--- config.mk ---
export PLATFORM = sky130hd
export DESIGN_NAME = va_seg_decoder
export DESIGN_NICKNAME = d
export VERILOG_FILES = /design/src/rtl/vaseg_pkg.sv /design/src/rtl/va_seg_path.sv /design/src/rtl/va_seg_ctrl.sv /design/src/rtl/va_seg_decoder.sv
export SDC_FILE = /design/constraint.sdc
export NUM_CORES = 1
export LEC_CHECK = 0
export CORE_AREA = 2 2 55 57
export DETAILED_ROUTE_END_ITERATION = 8
export DIE_AREA = 0 0 57 59
export DONT_BUFFER_PORTS = 1
export PLACE_DENSITY = 0.51
export SLEW_MARGIN = 40
export SYNTH_ARGS = -nofsm -noshare
export SYNTH_HDL_FRONTEND = slang
export SYNTH_SLANG_ARGS = --single-unit
--- constraint.sdc ---
create_clock -name vclk -period 1.6
set_input_delay 0.16 -clock vclk [all_inputs]
set_output_delay 0.16 -clock vclk [all_outputs]
set_load 0.01 [all_outputs]
--- src/rtl/vaseg_pkg.sv ---
package vaseg_pkg;
  typedef enum logic [1:0] {
    PRIV_KERNEL = 2'b00,
    PRIV_SUPER  = 2'b01,
    PRIV_USER   = 2'b10,
    PRIV_RSVD   = 2'b11
  } privField_e;

  // strobes from control to datapath
  typedef struct packed {
    logic routeTlb;
    logic mapKwin;
    logic mapWide;
    logic raiseErr;
  } segStrobe_t;

  localparam logic [3:0] ERR_CODE_NONE  = 4'd0;
  localparam logic [3:0] ERR_CODE_LOAD  = 4'd4;
  localparam logic [3:0] ERR_CODE_STORE = 4'd5;
endpackage

--- src/rtl/va_seg_path.sv ---
module va_seg_path
  import vaseg_pkg::*;
#(
  parameter int ADDR_W    = 64,
  parameter int KWIN_BITS = 29,
  parameter int WIDE_BITS = 44,
  parameter bit WIDE_EN   = 1'b1
) (
  input  logic [ADDR_W-1:0] vaddr,
  input  segStrobe_t        strobe,
  output logic              lowHit,
  output logic              kwinHit,
  output logic              wideHit,
  output logic [ADDR_W-1:0] physAddr
);
  localparam int HALF = ADDR_W / 2;

  logic [ADDR_W-1:0] extAddr;

  // sign-extend a bare 32-bit address with its top bit set
  always_comb begin
    extAddr = vaddr;
    if (vaddr[ADDR_W-1:HALF] == '0 && vaddr[HALF-1])
      extAddr[ADDR_W-1:HALF] = '1;
  end

  assign lowHit  = (vaddr[ADDR_W-1:HALF-1] == '0);
  assign kwinHit = (&extAddr[ADDR_W-1:HALF]) && extAddr[HALF-1] && !extAddr[HALF-2];

  generate
    if (WIDE_EN) begin : g_wide
      assign wideHit = (vaddr[ADDR_W-1 -: 2] == 2'b10);
    end else begin : g_nowide
      assign wideHit = 1'b0;
    end
  endgenerate

  always_comb begin
    physAddr = '0;
    if (strobe.mapWide)
      physAddr[WIDE_BITS-1:0] = vaddr[WIDE_BITS-1:0];
    else if (strobe.mapKwin)
      physAddr[KWIN_BITS-1:0] = extAddr[KWIN_BITS-1:0];
  end

  always_comb begin
    AST_KWIN_IN_WINDOW: assert (!strobe.mapKwin || extAddr[HALF-1]);
    AST_WIDE_TOP_BITS: assert (!strobe.mapWide || vaddr[ADDR_W-1 -: 2] == 2'b10);
  end
endmodule

--- src/rtl/va_seg_ctrl.sv ---
module va_seg_ctrl
  import vaseg_pkg::*;
(
  input  logic       isWrite,
  input  logic [1:0] privField,
  input  logic       exlFlag,
  input  logic       erlFlag,
  input  logic       uxEn,
  input  logic       sxEn,
  input  logic       kxEn,
  input  logic       lowHit,
  input  logic       kwinHit,
  input  logic       wideHit,
  output segStrobe_t strobe,
  output logic       mode64,
  output logic [3:0] errCode
);
  logic isKernel;
  privField_e privSel;

  assign privSel  = privField_e'(privField);
  assign isKernel = (privSel == PRIV_KERNEL) || exlFlag || erlFlag;

  always_comb begin
    if (isKernel)                mode64 = kxEn;
    else if (privSel == PRIV_SUPER) mode64 = sxEn;
    else                         mode64 = uxEn;
  end

  // priority: wide window, low range, kernel window, kernel mapped, error
  always_comb begin
    strobe = '0;
    if (wideHit)       strobe.mapWide  = 1'b1;
    else if (lowHit)   strobe.routeTlb = 1'b1;
    else if (isKernel) begin
      if (kwinHit) strobe.mapKwin  = 1'b1;
      else         strobe.routeTlb = 1'b1;
    end else           strobe.raiseErr = 1'b1;
  end

  assign errCode = !strobe.raiseErr ? ERR_CODE_NONE :
                   (isWrite ? ERR_CODE_STORE : ERR_CODE_LOAD);

  always_comb begin
    AST_ONE_ROUTE: assert ($countones(strobe) == 1);
    AST_ERR_NEEDS_USER: assert (!strobe.raiseErr || !(privField == 2'b00 || exlFlag || erlFlag));
  end
endmodule

--- src/rtl/va_seg_decoder.sv ---
module va_seg_decoder
  import vaseg_pkg::*;
#(
  parameter int ADDR_W    = 64,
  parameter int KWIN_BITS = 29,
  parameter int WIDE_BITS = 44,
  parameter bit WIDE_EN   = 1'b1
) (
  input  logic [ADDR_W-1:0] vaddr,
  input  logic              isWrite,
  input  logic [1:0]        privField,
  input  logic              exlFlag,
  input  logic              erlFlag,
  input  logic              uxEn,
  input  logic              sxEn,
  input  logic              kxEn,
  output logic              useTlb,
  output logic              directMap,
  output logic [ADDR_W-1:0] physAddr,
  output logic              addrErr,
  output logic [3:0]        errCode,
  output logic              mode64
);
  segStrobe_t strobe;
  logic lowHit, kwinHit, wideHit;

  va_seg_ctrl i_ctrl (
    .isWrite(isWrite), .privField(privField), .exlFlag(exlFlag), .erlFlag(erlFlag),
    .uxEn(uxEn), .sxEn(sxEn), .kxEn(kxEn),
    .lowHit(lowHit), .kwinHit(kwinHit), .wideHit(wideHit),
    .strobe(strobe), .mode64(mode64), .errCode(errCode)
  );

  va_seg_path #(
    .ADDR_W(ADDR_W), .KWIN_BITS(KWIN_BITS), .WIDE_BITS(WIDE_BITS), .WIDE_EN(WIDE_EN)
  ) i_path (
    .vaddr(vaddr), .strobe(strobe),
    .lowHit(lowHit), .kwinHit(kwinHit), .wideHit(wideHit), .physAddr(physAddr)
  );

  assign useTlb    = strobe.routeTlb;
  assign directMap = strobe.mapKwin | strobe.mapWide;
  assign addrErr   = strobe.raiseErr;

  always_comb begin
    AST_LOW_GOES_TLB: assert (!(vaddr[ADDR_W-1:31] == '0) || useTlb);
    AST_CODE_ZERO_OK: assert (addrErr || errCode == 4'd0);
    AST_PA_IDLE_ZERO: assert (directMap || physAddr == '0);
  end
endmodule

==> metrics.txt, run 1 <==
# TYPE chip_impl_metric gauge
chip_impl_info{name="outcome",value="finished with violations"} 1
chip_impl_info{name="violations",value="negative setup slack"} 1
chip_impl_metric{name="path_depth",unit=""} 7
chip_impl_info{name="synth_top_family_by_area",value="simple AND/OR/NAND/NOR gates"} 1
chip_impl_info{name="crit_path_from",value="vaddr[54]"} 1
chip_impl_metric{name="place_congestion",unit=""} 0.704
chip_impl_metric{name="slew-limit-headroom",unit="%"} 59.0
chip_impl_metric{name="final_min_period_over_clock_period",unit="%"} 108
chip_impl_metric{name="final_hold_viol_count",unit=""} 0
chip_impl_metric{name="pin_count_of_the_biggest_net_entering_global_routing",unit=""} 32
chip_impl_info{name="grt_setup_unrepaired",value="yes"} 1
chip_impl_metric{name="place.port_buffers",unit=""} 0
chip_impl_info{name="critical-path-top-delay-family",value="simple AND/OR/NAND/NOR gates"} 1
chip_impl_metric{name="sequential_cell_total",unit=""} 0
chip_impl_metric{name="design.portCount",unit=""} 144
chip_impl_metric{name="finish.utilization",unit="%"} 42.6
chip_impl_metric{name="fin_total_pwr",unit="W"} 0.000201
chip_impl_metric{name="yosys.area_share.xor_xnor",unit="%"} 0
chip_impl_metric{name="initial_core_util",unit="%"} 31.3
chip_impl_metric{name="areaGrowthSynthToFinish",unit="%"} 35.9
chip_impl_metric{name="detail_route.drc_violations",unit=""} 0
chip_impl_metric{name="grt-ovfl-total",unit=""} 0
chip_impl_info{name="crit_path_cell_trace",value="nand4_1 > or4_4 > nor2_4 > o211ai_4 > clkbuf_16 > a21boi_2 > buf_4"} 1
chip_impl_metric{name="post_synthesis_instance_area",unit="um2"} 850
chip_impl_metric{name="die_y",unit="um"} 59
chip_impl_metric{name="drtPass1Iterations",unit=""} 4
chip_impl_metric{name="num_rows",unit=""} 19
chip_impl_info{name="cp-start-kind",value="input pin"} 1
chip_impl_metric{name="dr_total_vias",unit=""} 882
chip_impl_metric{name="tightest_slew",unit="ns"} 0.607
chip_impl_metric{name="core",unit="um2"} 2710
chip_impl_info{name="synth_area_leader_cell",value="sky130_fd_sc_hd__buf_4"} 1
chip_impl_metric{name="synth_fa_ha_area_share",unit="%"} 0
chip_impl_info{name="slowest_stage",value="sky130_fd_sc_hd__or4_4"} 1
chip_impl_metric{name="clkbuf_count",unit=""} 0
chip_impl_info{name="synth_commonest_cells",value="23 x sky130_fd_sc_hd__buf_4, 17 x sky130_fd_sc_hd__a21boi_1, 15 x sky130_fd_sc_hd__and2_1, 12 x sky130_fd_sc_hd__a21boi_2, 8 x sky130_fd_sc_hd__nand4_1"} 1
chip_impl_metric{name="drt-initial-drc-count",unit=""} 16
chip_impl_metric{name="synth_sequential_area_ratio",unit="%"} 0
chip_impl_metric{name="synth_largest_type_area_fraction",unit="%"} 20.3
chip_impl_metric{name="drive_above_1_share",unit="%"} 45.9
chip_impl_metric{name="fill_cells",unit=""} 277
chip_impl_metric{name="synthDistinctLibCells",unit=""} 25
chip_impl_metric{name="timing.max_cap.violations",unit=""} 0
chip_impl_metric{name="global_routing_usage_summed_across_all_routing_layers",unit="%"} 12.3
chip_impl_metric{name="final_net_count",unit=""} 207
chip_impl_metric{name="period_minus_slack",unit="ns"} 1.73
chip_impl_metric{name="path_buf_inv",unit=""} 2
chip_impl_info{name="synth.most_common_cell",value="sky130_fd_sc_hd__buf_4"} 1
chip_impl_metric{name="synth_instances",unit=""} 118
chip_impl_metric{name="fin_worst_hold_slack",unit="ns"} 0.446
chip_impl_info{name="synth.top_cells.by_area",value="sky130_fd_sc_hd__buf_4 20%, sky130_fd_sc_hd__a21boi_2 16%, sky130_fd_sc_hd__a21boi_1 15%"} 1
chip_impl_metric{name="grt_pass1_vias",unit=""} 698
chip_impl_metric{name="overall_die_area",unit="um2"} 3360
chip_impl_metric{name="dp_hpwl",unit="mm"} 2.32
chip_impl_metric{name="grt_first_pass_wirelength",unit="mm"} 3.35
chip_impl_metric{name="critical_path.max_stage_delay",unit="ns"} 0.55
chip_impl_metric{name="timing_max_transition_violations_final",unit=""} 0
chip_impl_metric{name="synthesis.yosys.warnings",unit=""} 0
chip_impl_metric{name="synth-compound-area-share",unit="%"} 35.2
chip_impl_info{name="worst_hold_path_type",value="in -> out"} 1
chip_impl_metric{name="setup_slack",unit="ns"} -0.128
chip_impl_metric{name="fp.dieW",unit="um"} 57
chip_impl_metric{name="upper_clock_frequency_limit",unit="GHz"} 0.579
chip_impl_metric{name="antenna_violating_nets_post_route",unit=""} 0
chip_impl_metric{name="route.detailed.wl_per_inst",unit="um"} 17.5
chip_impl_metric{name="setup_viol_count_final",unit=""} 29
chip_impl_metric{name="post_synthesis_area_per_instance",unit="um2"} 7.20
chip_impl_metric{name="synthSimpleGateAreaFrac",unit="%"} 36.7
chip_impl_metric{name="placedInstanceArea",unit="um2"} 932
chip_impl_metric{name="antenna_found_initial",unit=""} 0
chip_impl_metric{name="crit_required",unit="ns"} 1.44
chip_impl_metric{name="wirelength",unit="mm"} 2.86
chip_impl_metric{name="pwr_dens",unit="nW/um2"} 174
chip_impl_metric{name="detailedPlace.worstSlack",unit="ns"} -0.160
chip_impl_metric{name="crit_arrival",unit="ns"} 1.57
chip_impl_metric{name="routed_via_density",unit=""} 5.38
chip_impl_metric{name="area.sequential",unit="um2"} 0
chip_impl_metric{name="antenna_cells_inserted",unit=""} 0
chip_impl_metric{name="power.static_leakage",unit="nW"} 0.469
chip_impl_metric{name="synth.mux.area_fraction",unit="%"} 1.18
chip_impl_metric{name="finalInstanceArea",unit="um2"} 1150
chip_impl_metric{name="ir_drop",unit="mV"} 0.115
chip_impl_info{name="worst_setup_path_end_kind",value="output port"} 1
chip_impl_info{name="crit_end",value="physAddr[3]"} 1
chip_impl_metric{name="cp_max_fo",unit=""} 8
chip_impl_info{name="timing_worst_setup_path_type",value="in -> out"} 1
## cells by family (layout without fill, tap and decap cells)
group | after synthesis | after routing
and+or+nand+nor | 51 | 51
AOI/OAI and AO/OA | 34 | 34
buffers and inverters | 31 | 25
other | 1 | 22
muxes | 1 | 1
## per-stage QoR
step	cells	setup TNS (ns)
6_report	164	-1.82
2_1_floorplan	139	0
3_5_place_dp	162	-2.24
5_1_grt	164	-3.70
3_3_place_gp	162	-1.66
4_1_cts	162	-1.58
## worst min-delay path by stage
| stage | start | slack, ns | depth (start not counted) | endpoint |
|---|---|---|---|---|
| detailed placement | vaddr[38] | 0.47 | 1 | physAddr[38] |
| global placement | vaddr[33] | 0.47 | 1 | physAddr[33] |
| global route | vaddr[11] | 0.45 | 1 | physAddr[11] |
| finish | vaddr[28] | 0.45 | 1 | physAddr[28] |
| floorplan | vaddr[0] | 0.46 | 1 | physAddr[0] |
| CTS | vaddr[38] | 0.47 | 1 | physAddr[38] |
## placed cells by master (no fill, tap or decap), types with 2 or more instances in the layout
master,netlist,final
sky130_fd_sc_hd__conb_1,1,22
sky130_fd_sc_hd__buf_4,23,21
sky130_fd_sc_hd__and2_1,15,15
sky130_fd_sc_hd__a21boi_2,12,13
sky130_fd_sc_hd__a21boi_4,0,10
sky130_fd_sc_hd__nand4_1,8,8
sky130_fd_sc_hd__a21boi_1,17,6
sky130_fd_sc_hd__nand2_1,6,5
sky130_fd_sc_hd__nor4_1,7,4
sky130_fd_sc_hd__nor2_1,4,3
sky130_fd_sc_hd__nor4_4,0,3
sky130_fd_sc_hd__o21ai_0,3,3
sky130_fd_sc_hd__nor4_2,2,2
sky130_fd_sc_hd__or4_4,0,2
## timing repair
action | 4_1_cts | 5_1_grt
hold buffers | 0 | 0
cloned | 0 | 2
pin swaps | 1 | 13
setup buffers | 0 | 1
endpoints found under the setup margin | 29 | 31
gates resized for setup | 6 | 27
## cell type report
cell class                      count  area [um2]  area share, %
Timing Repair Buffer               24         214           18.5
Tap cell                           31        38.8           3.36
Inverter                            1        3.75          0.325
Multi-Input combinational cell    108         898           77.8
## report_power, final
| group | switching [W] | internal [W] | total (W) | leakage [nW] |
|---|---|---|---|---|
| Clock | 0 | 0 | 0 | 0 |
| Sequential | 0 | 0 | 0 | 0 |
| Combinational | 0.000114 | 0.0000869 | 0.000201 | 0.469 |
## routing by layer
metal	wire, um	up-vias	global-route usage (%)
met5	0	-	0
met1	979	394	13.9
met4	17	0	0.664
met2	1570	78	24.8
met3	294	2	2.18
li1	-	408	-
Power figures use the tool's default switching activity.
==> run 2: changes to the inputs <==
- GPL_ROUTABILITY_DRIVEN: not set -> 0
- GPL_TIMING_DRIVEN: not set -> 0
==> run 2 against run 1 <==
Effect of this change:
- the flow still finishes with violations (negative setup slack)
- utilization is 7.7 points higher
- sequential cell count stayed put
- combinational power is 21% higher
- largest power group unchanged
==> metrics.txt, run 2 (synthesis results as in run 1) <==
# TYPE chip_impl_metric gauge
chip_impl_info{name="outcome",value="finished with violations"} 1
chip_impl_info{name="violations",value="negative setup slack"} 1
chip_impl_metric{name="setup_viol_count_final",unit=""} 30
chip_impl_info{name="crit_path_cell_trace",value="nand4_1 > or4_4 > nor2_4 > o211ai_4 > buf_6 > a21boi_4"} 1
chip_impl_metric{name="power.static_leakage",unit="nW"} 0.571
chip_impl_metric{name="drt-initial-drc-count",unit=""} 29
chip_impl_metric{name="cts_hold_repair.buffers",unit=""} 0
chip_impl_metric{name="setup_slack",unit="ns"} -0.0626
chip_impl_metric{name="drive_above_1_share",unit="%"} 52.4
chip_impl_info{name="grt_setup_unrepaired",value="yes"} 1
chip_impl_metric{name="cp_max_fo",unit=""} 6
chip_impl_metric{name="fp.dieW",unit="um"} 57
chip_impl_metric{name="sequential_cell_total",unit=""} 0
chip_impl_metric{name="clkbuf_count",unit=""} 0
chip_impl_metric{name="critical_path.max_stage_delay",unit="ns"} 0.55
chip_impl_metric{name="antenna_violating_nets_post_route",unit=""} 0
chip_impl_metric{name="detailedPlace.worstSlack",unit="ns"} -0.189
chip_impl_metric{name="die_y",unit="um"} 59
chip_impl_metric{name="grt_pass1_vias",unit=""} 753
chip_impl_metric{name="timing_max_transition_violations_final",unit=""} 0
chip_impl_metric{name="upper_clock_frequency_limit",unit="GHz"} 0.601
chip_impl_info{name="layout.cells.most_common",value="sky130_fd_sc_hd__buf_4"} 1
chip_impl_metric{name="drtPass1Iterations",unit=""} 4
chip_impl_metric{name="detail_route.drc_violations",unit=""} 0
chip_impl_metric{name="period_minus_slack",unit="ns"} 1.66
chip_impl_metric{name="timing.max_cap.violations",unit=""} 0
chip_impl_metric{name="routed_via_density",unit=""} 5.22
chip_impl_metric{name="overall_die_area",unit="um2"} 3360
chip_impl_metric{name="area.sequential",unit="um2"} 0
chip_impl_info{name="worst_hold_path_type",value="in -> out"} 1
chip_impl_metric{name="route.detailed.wl_per_inst",unit="um"} 17.9
chip_impl_metric{name="core",unit="um2"} 2710
chip_impl_info{name="most_frequent_cells_in_the_layout",value="24 x sky130_fd_sc_hd__buf_4, 22 x sky130_fd_sc_hd__a21boi_4, 22 x sky130_fd_sc_hd__conb_1"} 1
chip_impl_metric{name="wirelength",unit="mm"} 3.11
chip_impl_metric{name="pin_count_of_the_biggest_net_entering_global_routing",unit=""} 11
chip_impl_metric{name="finish.utilization",unit="%"} 50.3
chip_impl_metric{name="antenna_found_initial",unit=""} 0
chip_impl_metric{name="tightest_slew",unit="ns"} 1.05
chip_impl_info{name="slowest_stage",value="sky130_fd_sc_hd__or4_4"} 1
chip_impl_metric{name="crit_required",unit="ns"} 1.44
chip_impl_metric{name="tns",unit="ns"} -1.34
chip_impl_metric{name="final_hold_viol_count",unit=""} 0
chip_impl_metric{name="dr_total_vias",unit=""} 909
chip_impl_info{name="worst_setup_path_end_kind",value="output port"} 1
chip_impl_metric{name="initial_core_util",unit="%"} 31.3
chip_impl_metric{name="areaGrowthSynthToFinish",unit="%"} 60.4
chip_impl_info{name="cp-start-kind",value="input pin"} 1
chip_impl_metric{name="slew-limit-headroom",unit="%"} 29.9
chip_impl_metric{name="final_min_period_over_clock_period",unit="%"} 104
chip_impl_metric{name="global_routing_usage_summed_across_all_routing_layers",unit="%"} 13.3
chip_impl_metric{name="grt_first_pass_wirelength",unit="mm"} 3.66
chip_impl_info{name="timing_worst_setup_path_type",value="in -> out"} 1
chip_impl_metric{name="final_net_count",unit=""} 217
chip_impl_metric{name="worst_hold_path.num_cells",unit=""} 1
chip_impl_metric{name="crit_arrival",unit="ns"} 1.50
chip_impl_metric{name="num_rows",unit=""} 19
chip_impl_metric{name="ir_drop",unit="mV"} 0.142
chip_impl_metric{name="pwr_dens",unit="nW/um2"} 179
chip_impl_metric{name="antenna_cells_inserted",unit=""} 0
chip_impl_info{name="hold_path_end",value="physAddr[10]"} 1
chip_impl_metric{name="dp_hpwl",unit="mm"} 2.32
chip_impl_metric{name="design.portCount",unit=""} 144
chip_impl_metric{name="fill_cells",unit=""} 249
chip_impl_info{name="hp-start",value="vaddr[10]"} 1
chip_impl_metric{name="place.port_buffers",unit=""} 0
chip_impl_metric{name="grt-ovfl-total",unit=""} 0
[run 2: layer usage]
layer	part of all wire (%)	vias up	GRT usage [%]
li1	-	432	-
met1	32	403	16.4
met2	60	74	26.8
met3	8.2	0	0.655
met4	0	0	0
met5	0	-	0
[run 2: what timing repair did]
item / in CTS / in global routing
pin swaps: 1 / 17
buffers inserted: 1 / 0
endpoints found under the setup margin: 32 / 32
gates resized for setup: 23 / 40
gates cloned: 0 / 3
[run 2: final cells by class]
| cell class | instances | area, um2 | share of cell area (%) |
|---|---|---|---|
| Multi-Input combinational cell | 108 | 1040 | 76.3 |
| Buffer | 30 | 225 | 16.5 |
| Timing Repair Buffer | 4 | 55.1 | 4.04 |
| Tap cell | 31 | 38.8 | 2.85 |
| Inverter | 1 | 3.75 | 0.275 |
[run 2: power by group]
| group | switching (W) | leakage [nW] | internal, W | total (W) |
|---|---|---|---|---|
| clock | 0 | 0 | 0 | 0 |
| combinational | 0.000127 | 0.571 | 0.000117 | 0.000244 |
| sequential | 0 | 0 | 0 | 0 |
| total | 0.000127 | 0.571 | 0.000117 | 0.000244 |
[run 2: metrics by stage]
step | area [um2] | total power [W] | hold slack (ns) | cells
3_3_place_gp | 976 | 0.000187 | 0.461 | 170
6_report | 1360 | 0.000244 | 0.446 | 174
3_5_place_dp | 976 | 0.000187 | 0.459 | 170
4_1_cts | 1080 | 0.000203 | 0.449 | 171
2_1_floorplan | 937 | 0.000171 | 0.455 | 139
5_1_grt | 1360 | 0.000260 | 0.447 | 174
[run 2: worst max-delay path by stage]
stage,from,end,slack [ns]
6_report,vaddr[54],physAddr[3],-0.06
5_1_grt,vaddr[49],physAddr[18],-0.15
4_1_cts,vaddr[54],physAddr[0],-0.08
3_5_place_dp,vaddr[56],physAddr[0],-0.19
3_3_place_gp,vaddr[48],physAddr[0],-0.16
2_1_floorplan,vaddr[48],physAddr[10],0.03
[run 2: worst max-delay path, delay by kind of cell]
| family | cells | cell delay [ns] |
|---|---|---|
| compound gates | 2 | 0.35 |
| simple gates | 3 | 0.79 |
| buf+inv | 1 | 0.20 |
